===== src/rtl/tile_net_if.sv =====
module tile_net_if #(
  parameter int NCH = 4,
  parameter int DW  = 16,
  parameter int AW  = 11
) (
  input  logic              clk,
  input  logic              rst_n,
  input  logic              cmd_valid,
  output logic              cmd_ready,
  input  logic [DW-1:0]     cmd_data,
  output logic              out_valid,
  input  logic              out_ready,
  output logic [DW-1:0]     out_data,
  output logic [1:0]        mem_sel,
  output logic [AW-1:0]     mem_addr,
  output logic              mem_we,
  output logic [DW-1:0]     mem_wdata,
  output logic              mem_re,
  input  logic [DW-1:0]     mem_rdata,
  output logic              cfg_we,
  output logic [AW-1:0]     cfg_addr,
  output logic [DW-1:0]     cfg_wdata,
  output logic              pc_freeze,
  output logic              tile_halt,
  output logic              tile_start,
  output logic              tile_rst,
  input  logic              tile_done,
  output logic              busy,
  output logic              done,
  input  logic [NCH-1:0]    sin_valid,
  input  logic [NCH*DW-1:0] sin_data,
  output logic [NCH-1:0]    sin_ready,
  input  logic [NCH-1:0]    tp_rd,
  output logic [NCH*DW-1:0] tp_rd_data,
  output logic [NCH-1:0]    tp_rd_stall,
  input  logic [NCH-1:0]    tp_wr,
  input  logic [NCH*DW-1:0] tp_wr_data,
  output logic [NCH-1:0]    tp_wr_stall,
  output logic [NCH-1:0]    sout_valid,
  output logic [NCH*DW-1:0] sout_data,
  input  logic [NCH-1:0]    sout_ready
);

  localparam logic [2:0] OP_CFG  = 3'd1;
  localparam logic [2:0] OP_LOAD = 3'd2;
  localparam logic [2:0] OP_RET  = 3'd3;
  localparam logic [2:0] OP_GO   = 3'd4;
  localparam logic [2:0] OP_WAIT = 3'd5;
  localparam logic [2:0] OP_RST  = 3'd6;
  localparam logic [2:0] OP_STRM = 3'd7;

  typedef enum logic [2:0] {S_IDLE, S_LEN, S_CFG, S_LOAD, S_RET, S_WAIT} st_t;

  st_t           st;
  logic [2:0]    op_q;
  logic [1:0]    idx_q;
  logic [AW-1:0] addr_q;
  logic [DW-1:0] cnt_q;
  logic          run_q, smode_q, done_q;

  wire [2:0] hop  = cmd_data[DW-1:DW-3];
  assign cmd_ready = (st == S_IDLE) || (st == S_LEN) || (st == S_CFG) || (st == S_LOAD);
  wire hdr  = cmd_valid && st == S_IDLE;
  wire step = ((st == S_CFG || st == S_LOAD) && cmd_valid) || (st == S_RET && out_ready);

  always_ff @(posedge clk or negedge rst_n) begin
    if (!rst_n) begin
      st      <= S_IDLE;
      op_q    <= '0;
      idx_q   <= '0;
      addr_q  <= '0;
      cnt_q   <= '0;
      run_q   <= 1'b0;
      smode_q <= 1'b0;
      done_q  <= 1'b0;
    end else begin
      if (hdr) done_q <= 1'b0;
      if (step) begin
        addr_q <= addr_q + 1'b1;
        cnt_q  <= cnt_q - 1'b1;
        if (cnt_q == 1) st <= S_IDLE;
      end
      case (st)
        S_IDLE: if (hdr) begin
          case (hop)
            OP_CFG, OP_LOAD, OP_RET: begin
              op_q   <= hop;
              idx_q  <= cmd_data[12:11];
              addr_q <= cmd_data[AW-1:0];
              st     <= S_LEN;
            end
            OP_GO:   run_q <= 1'b1;
            OP_WAIT: st <= S_WAIT;
            OP_RST: begin
              run_q   <= 1'b0;
              smode_q <= 1'b0;
            end
            OP_STRM: begin
              run_q   <= cmd_data[0];
              smode_q <= cmd_data[0];
            end
            default: ;
          endcase
        end
        S_LEN: if (cmd_valid) begin
          cnt_q <= cmd_data;
          if (cmd_data == '0)     st <= S_IDLE;
          else if (op_q == OP_CFG)  st <= S_CFG;
          else if (op_q == OP_LOAD) st <= S_LOAD;
          else                      st <= S_RET;
        end
        S_WAIT: if (tile_done) begin
          done_q <= 1'b1;
          run_q  <= 1'b0;
          st     <= S_IDLE;
        end
        default: ;
      endcase
    end
  end

  assign mem_sel    = idx_q;
  assign mem_addr   = addr_q;
  assign mem_we     = st == S_LOAD && cmd_valid;
  assign mem_wdata  = cmd_data;
  assign mem_re     = st == S_RET;
  assign out_valid  = st == S_RET;
  assign out_data   = mem_rdata;
  assign cfg_we     = st == S_CFG && cmd_valid;
  assign cfg_addr   = addr_q;
  assign cfg_wdata  = cmd_data;
  assign pc_freeze  = st == S_CFG || (st == S_LEN && op_q == OP_CFG);
  assign tile_halt  = !run_q || st == S_LOAD || st == S_RET || (st == S_LEN && op_q != OP_CFG);
  assign tile_start = hdr && hop == OP_GO;
  assign tile_rst   = hdr && hop == OP_RST;
  assign busy       = st != S_IDLE;
  assign done       = done_q;

  for (genvar c = 0; c < NCH; c++) begin : g_ch
    assign sin_ready[c]            = smode_q && tp_rd[c];
    assign tp_rd_stall[c]          = tp_rd[c] && !(smode_q && sin_valid[c]);
    assign tp_rd_data[c*DW +: DW]  = sin_data[c*DW +: DW];
    assign sout_valid[c]           = smode_q && tp_wr[c];
    assign tp_wr_stall[c]          = tp_wr[c] && !(smode_q && sout_ready[c]);
    assign sout_data[c*DW +: DW]   = tp_wr_data[c*DW +: DW];
  end

  assert_count_live_R1: assert property (@(posedge clk) disable iff (!rst_n)
    (st == S_CFG || st == S_LOAD || st == S_RET) |-> cnt_q != '0);
  assert_load_halted_R2: assert property (@(posedge clk) disable iff (!rst_n)
    mem_we |-> tile_halt);
  assert_retrieve_blocks_R3: assert property (@(posedge clk) disable iff (!rst_n)
    out_valid |-> (!cmd_ready && tile_halt));
  assert_cfg_frozen_R4: assert property (@(posedge clk) disable iff (!rst_n)
    cfg_we |-> pc_freeze);
  assert_done_source_R6: assert property (@(posedge clk) disable iff (!rst_n)
    $rose(done) |-> $past(tile_done));

endmodule


===== config.mk =====
export PLATFORM = sky130hd
export DESIGN_NAME = tile_net_if
export DESIGN_NICKNAME = d
export VERILOG_FILES = /design/src/rtl/tile_net_if.sv
export SDC_FILE = /design/constraint.sdc
export NUM_CORES = 1
export LEC_CHECK = 0
export ABC_AREA = 1
export BUFFER_PORTS_ARGS = -buffer_cell sky130_fd_sc_hd__buf_2
export CORE_AREA = 3 3 159 161
export DETAILED_ROUTE_END_ITERATION = 8
export DIE_AREA = 0 0 162 164
export HOLD_SLACK_MARGIN = 0.08
export PLACE_DENSITY = 0.53
export SLEW_MARGIN = 25
export SYNTH_ARGS = -nofsm -noshare
export SYNTH_HDL_FRONTEND = slang
export SYNTH_SLANG_ARGS = --single-unit

===== constraint.sdc =====
create_clock -name clk -period 1.3 [get_ports clk]
set_input_delay 0.195 -clock clk [delete_from_list [all_inputs] [get_ports clk]]
set_output_delay 0.195 -clock clk [all_outputs]
set_load 0.01 [all_outputs]

Yosys cells after proc, flatten, opt, wreduce, memory -nomap -nowiden. Index checks and enable logic that the tools add are counted.

Register bits: 38. Bits in latches: 0. Memory bits (writable): 0. Memory bits (read-only): 0. Input bits: 181. Output and inout port bits: 227. Memories kept: 0.

$add $sub $neg: 2. Multiply operators: 0. Div/mod/pow operators: 0. $lt $le $gt $ge: 0. Equal/unequal tests: 19. Shifts and indexed selects: 0. Muxes and demuxes: 25. Bitwise logic cells: 0. Reductions and logical operators: 60.

Operators by type and width (number): two-way mux 16 bit (3); two-way mux 11 bit (4); logical AND 1 bit (33); two-way mux 3 bit (8); equality test 3 bit (second input constant) (6); equality test 16 x 1 -> 1 bit (second input constant) (1); logical NOT 16 bit (1); subtractor 16 x 1 -> 16 bit (second input constant) (1); equality test 3 x 2 -> 1 bit (second input constant) (5); adder 11 x 1 -> 11 bit (second input constant) (1); equality test 3 x 1 -> 1 bit (second input constant) (3); logical NOT 1 bit (9); logical OR 1 bit (9); case mux 3 bit (3 select lines) (1); case mux 3 bit (2 select lines) (1); AND reduction 3 bit (2); two-way mux 1 bit (5); != test 2 bit (second input constant) (2); != test 4 x 1 -> 1 bit (second input constant) (1); case mux 1 bit (2 select lines) (2); AND reduction 4 bit (1); nonzero test 2 bit (2); logical NOT 3 bit (1); != test 3 x 1 -> 1 bit (second input constant) (1); other kinds (3) (3).

Longest topological paths before layout.
Depth in word-level cells: 8. Gate-level depth with buffers: 11.

Worst setup path after synthesis. No wires, ideal clock.

Path type: reg-to-reg. Start point: reg cnt_q[0]. End point: reg cnt_q[14]. Library setup time: 0.113 ns. Arrival: 1.279 ns. Data required time: 1.187 ns. Setup slack: -0.091 ns. Stages on the path, launching flop included: 12. Buffers on the path: 0. Period minus slack after synthesis: 1.391 ns. Cells stage by stage: dfrtp_1 -> inv_1 -> ha_1 -> inv_1 -> nor2_1 -> nand2_1 -> nand2_1 -> nand2_1 -> nand2_1 -> nand3_1 -> nand2_1 -> inv_1.

Cells in the longest elaborated chain, start to end: 4.

Ends and longest elaborated chain: start, declared (RTL line 58) `logic [DW-1:0] cnt_q;`; start signal, assigned (RTL line 80) `cnt_q <= cnt_q - 1'b1;`; start signal, assigned (RTL line 106) `cnt_q <= cmd_data;`; subtractor 16 x 1 -> 16 bit * (RTL line 80); two-way mux 16 bit * (RTL line 78) `if (step) begin`; two-way mux 16 bit (RTL line 105) `S_LEN: if (cmd_valid) begin`; two-way mux 16 bit * (RTL line 83) `case (st)`.

Every way passes the cells marked *; elsewhere a longest branch is shown, timed or not. A chain may end at the register's enable or synchronous reset.

Worst setup path in the final report.
Start point: reg st[0]. End point: reg cnt_q[13].

Cells in the longest elaborated chain, start to end: 7. Elaborated cells on any way between the ends: 11. Classes of those cells: 4 x eq/ne; 3 x mux; 4 x reduce/logical.

Ends and longest elaborated chain: start, declared (RTL line 54) `st_t st;`; start signal, assigned (RTL line 68) `st <= S_IDLE;`; start signal, assigned (RTL line 81) `if (cnt_q == 1) st <= S_IDLE;`; start signal, assigned (RTL line 90) `st <= S_LEN;`; equality test 3 x 2 -> 1 bit (RTL line 64) `wire step = ((st == S_CFG || st == S_LOAD) && cmd_valid) || (st == S_RET && out_ready);`; logical OR 1 bit (RTL line 64); logical AND 1 bit (RTL line 64); logical OR 1 bit (RTL line 64); two-way mux 16 bit (RTL line 78); two-way mux 16 bit (RTL line 105); two-way mux 16 bit * (RTL line 83).

Marked as above.

==> summary.md <==
| Metric | Value |
|---|---|
| DRT Wirelength | 13200 µm |
| RSZ-0062 raised after global routing | yes |
| YS warnings | 0 |
| Final nets | 822 |
| Seq cells post-synth | 38 |
| Number of flops mapped to enable cells by yosys | 0 |
| Ys flop type | dfrtp_1 |
| Worst vdd ir | 0.605 mV |
| Drt first-iter violations | 125 |
| Final std cells w/o fill | 963 |
| Wire per inst | 13.7 µm |
| Placed wire-length estimate | 10300 µm |
| Die Area | 26600 µm² |
| DR vias | 3581 |
| Vias in the first global route | 3594 |
| Status | finished with violations |
| CP startpoint kind | flip-flop |
| Worst-margin pin slew | 419 ps |
| Cells after synthesis | 599 |
| GRT Residual Overflow | 0 |
| DRC | 0 |
| Worst Setup End Kind | flip-flop |
| Min-delay worst type | in -> reg |
| Post-synthesis cell area | 4100 µm² |
| Layout Skew | 8.30 ps |
| Num CTS Buffers | 5 |
| Setup violators final | 57 |
| Final core occ | 21.6% |
| Num Clock Sinks | 38 |
| Failing checks | negative setup slack |
| Crit path max-delay cell type | dfrtp_1 |
| Comb pwr share | 65.0% |
| Critical Path AT | 1790 ps |
| RR Startpoint | st[0] |
| Layout cell share with drive strength beyond 1 | 51.2% |
| Max incr delay on CP | 410 ps |
| Final ANT Viol Nets | 0 |
| H-tree depth | 2 |
| Synthesized Nets | 783 |
| CP cell instances | buf_6 -> nand2_4 -> nor2_4 -> inv_2 -> buf_6 -> nor2_4 -> clkinv_4 -> or2_4 -> nand2_2 -> inv_2 |
| Setup ws final | -309 ps |
| Max-slew headroom at the worst pin | 72.0% |
| Post-Place Setup Slack | -181 ps |
| Commonest non-fill, non-tap cell in the layout | nand2_1 |
| # diodes | 0 |
| GRT Overall Usage | 9.57% |
| CP Buf/Inv Count | 5 |
| Core Rows | 57 |
| First-pass GRT wire length | 19700 µm |
| Distinct cells, synth | 33 |
| Internal cell power | 6140 µW |
| PortBufs | 119 |
| PwrDens | 2080 nW/µm² |
| Final min period | 1610 ps |
| Kind of critical path | reg -> reg |
| Placer congestion estimate | 0.824 |
| Maximum root-to-sink buffer count | 2 |
| Clock Latency Late Sink | 290 ps |
| Core area | 24100 µm² |
| Initial antenna violation count | 0 |
| Fillers | 2731 |
| Switching Share | 43.1% |
| Post-synth ARST share | 100% |
| Reg power frac | 21.9% |
| HP Start | cmd_valid |
| IO Count | 408 |
| Via-per-instance ratio | 3.72 |
| Worst setup startpoint | st[0] |
| Worst-path maximum fanout | 7 |
| Fmax | 622 MHz |
| Clk slew on worst S/H paths | 60 ps |
| Synthesis-to-layout area growth | 26.9% |
| First-pass detailed-route iteration total | 4 |
| CTS tree | yes |
| Die Height | 164 µm |
| Root Buffer | clkbuf_16 |
| Period utilisation layout | 124% |
| Sequential area share after synthesis | 23.2% |
| Max-cap violation count | 0 |
| Final Hold Violating Endpoints | 0 |
| Pins Over Slew Limit | 0 |
| Largest net degree at the start of global routing | 20 |
| Clock power share | 13.0% |
| Most used cells in the layout excluding fill and tap cells | nand2_1, buf_2, buf_4, nor2_1, inv_1 |
| Req. time, crit path | 1480 ps |
| Die W | 162 µm |
| Syn avg cell area | 6.84 µm² |
| Cell family with most CP delay | simple AND/OR/NAND/NOR gates |
| Placed cell count | 935 |
| Initial core utilization | 17.0% |
| P_sw | 4660 µW |
| LEAKAGE | 0.00266 µW |
path summary, 6_finish.rpt:
path | cells after the start | slack, ps | to
max in group asynchronous | 3 | 460 | cfg_addr[0]
worst min register to register | 2 | 500 | done
min in group asynchronous | 2 | 370 | cnt_q[2]
worst max register to register | 10 | -310 | cnt_q[13]
worst min-delay path | 3 | 210 | st[2]
worst max-delay path | 10 | -310 | cnt_q[13]
flip-flops by register name, indices dropped and copies added (netlist names):
| register | count |
|---|---|
| cnt_q | 16 |
| cfg_addr | 11 |
| mem_sel | 2 |
| run_q | 1 |
| st | 3 |
| smode_q | 1 |
| done | 1 |
| op_q | 3 |
stage by stage:
step | setup TNS, ps | hold WS [ps] | instance area, µm² | power, µW
2_1_floorplan | -340 | -101 | 4120 | 5910
3_3_place_gp | -3000 | 116 | 4360 | 7990
3_5_place_dp | -3700 | 117 | 4360 | 8040
4_1_cts | -9230 | 210 | 4960 | 10400
5_1_grt | -13110 | 219 | 5200 | 11700
6_report | -8630 | 206 | 5200 | 10800
cells in the mapped netlist (2+ instances only):
cell type  number  area share [%]
xnor2_1         3            0.64
a31oi_1         3            0.46
o21ai_0        11             1.3
nor2_2          4            0.61
nor2_1         53             4.9
a21oi_1         9             1.1
buf_4         191              35
nor3_1          3            0.37
nand3_2         2            0.49
nand3_1        33             4.0
ha_1            3            0.92
inv_2           4            0.37
a21boi_0        8             1.5
o22ai_1         2            0.31
or2_2           2            0.31
nand3b_1        3            0.55
buf_6           3            0.82
dfrtp_1        38              23
buf_2           3            0.37
xor2_1          7             1.5
nor2_4          2            0.55
nand4_1         4            0.61
nand2_1       136              12
o21ai_1        11             1.3
inv_1          51             4.7
nand2_2         3            0.46
power groups by stage:
stage	Sequential (µW)	Clock (µW)	Combinational, µW
2_1_floorplan	2420	0	3490
4_1_cts	2360	1450	6590
3_3_place_gp	2310	0	5680
5_1_grt	2440	1490	7780
6_report	2370	1410	7030
3_5_place_dp	2320	0	5730
worst min-delay path: stages:
cell	delay, ps
buf_2	120
nand2_1	60
nand3_1	80
layer usage:
layer | GRT usage (%) | vias to the layer above | wire length (µm)
li1 | - | 1756 | -
met1 | 11.4 | 1639 | 5390
met2 | 15.5 | 137 | 6300
met3 | 2.95 | 49 | 997
met4 | 5.00 | 0 | 497
met5 | 0 | - | 0
final cells by class:
type	instances	area [µm²]	share of cell area, %
Timing Repair Buffer	230	1680	32.3
Inverter	56	238	4.57
Tap cell	324	405	7.79
Multi-Input combinational cell	307	1760	33.8
Sequential cell	38	955	18.4
Clock inverter	2	37.5	0.722
Clock buffer	6	129	2.48
cell families (layout without fill, tap and decap cells):
| kind of cell | Yosys count | count (layout) | share of synthesized area (%) |
|---|---|---|---|
| DFF | 38 | 38 | 23.2 |
| buffers and inverters | 254 | 294 | 41.5 |
| and+or+nand+nor | 247 | 247 | 25.7 |
| xor gates and xnor gates | 10 | 10 | 2.14 |
| adders and majority gates | 3 | 3 | 0.916 |
| AOI/OAI and AO/OA | 47 | 47 | 6.59 |
repair_timing:
action / in CTS / in global routing
gates cloned: 5 / 0
setup endpoints to repair: 59 / 63
pin swaps: 14 / 22
gates resized for setup: 90 / 64
setup buffers: 12 / 7
hold buffers: 1 / 0
endpoints found under the hold margin: 8 / 0
Note: power is estimated with default switching activity, not from simulation.
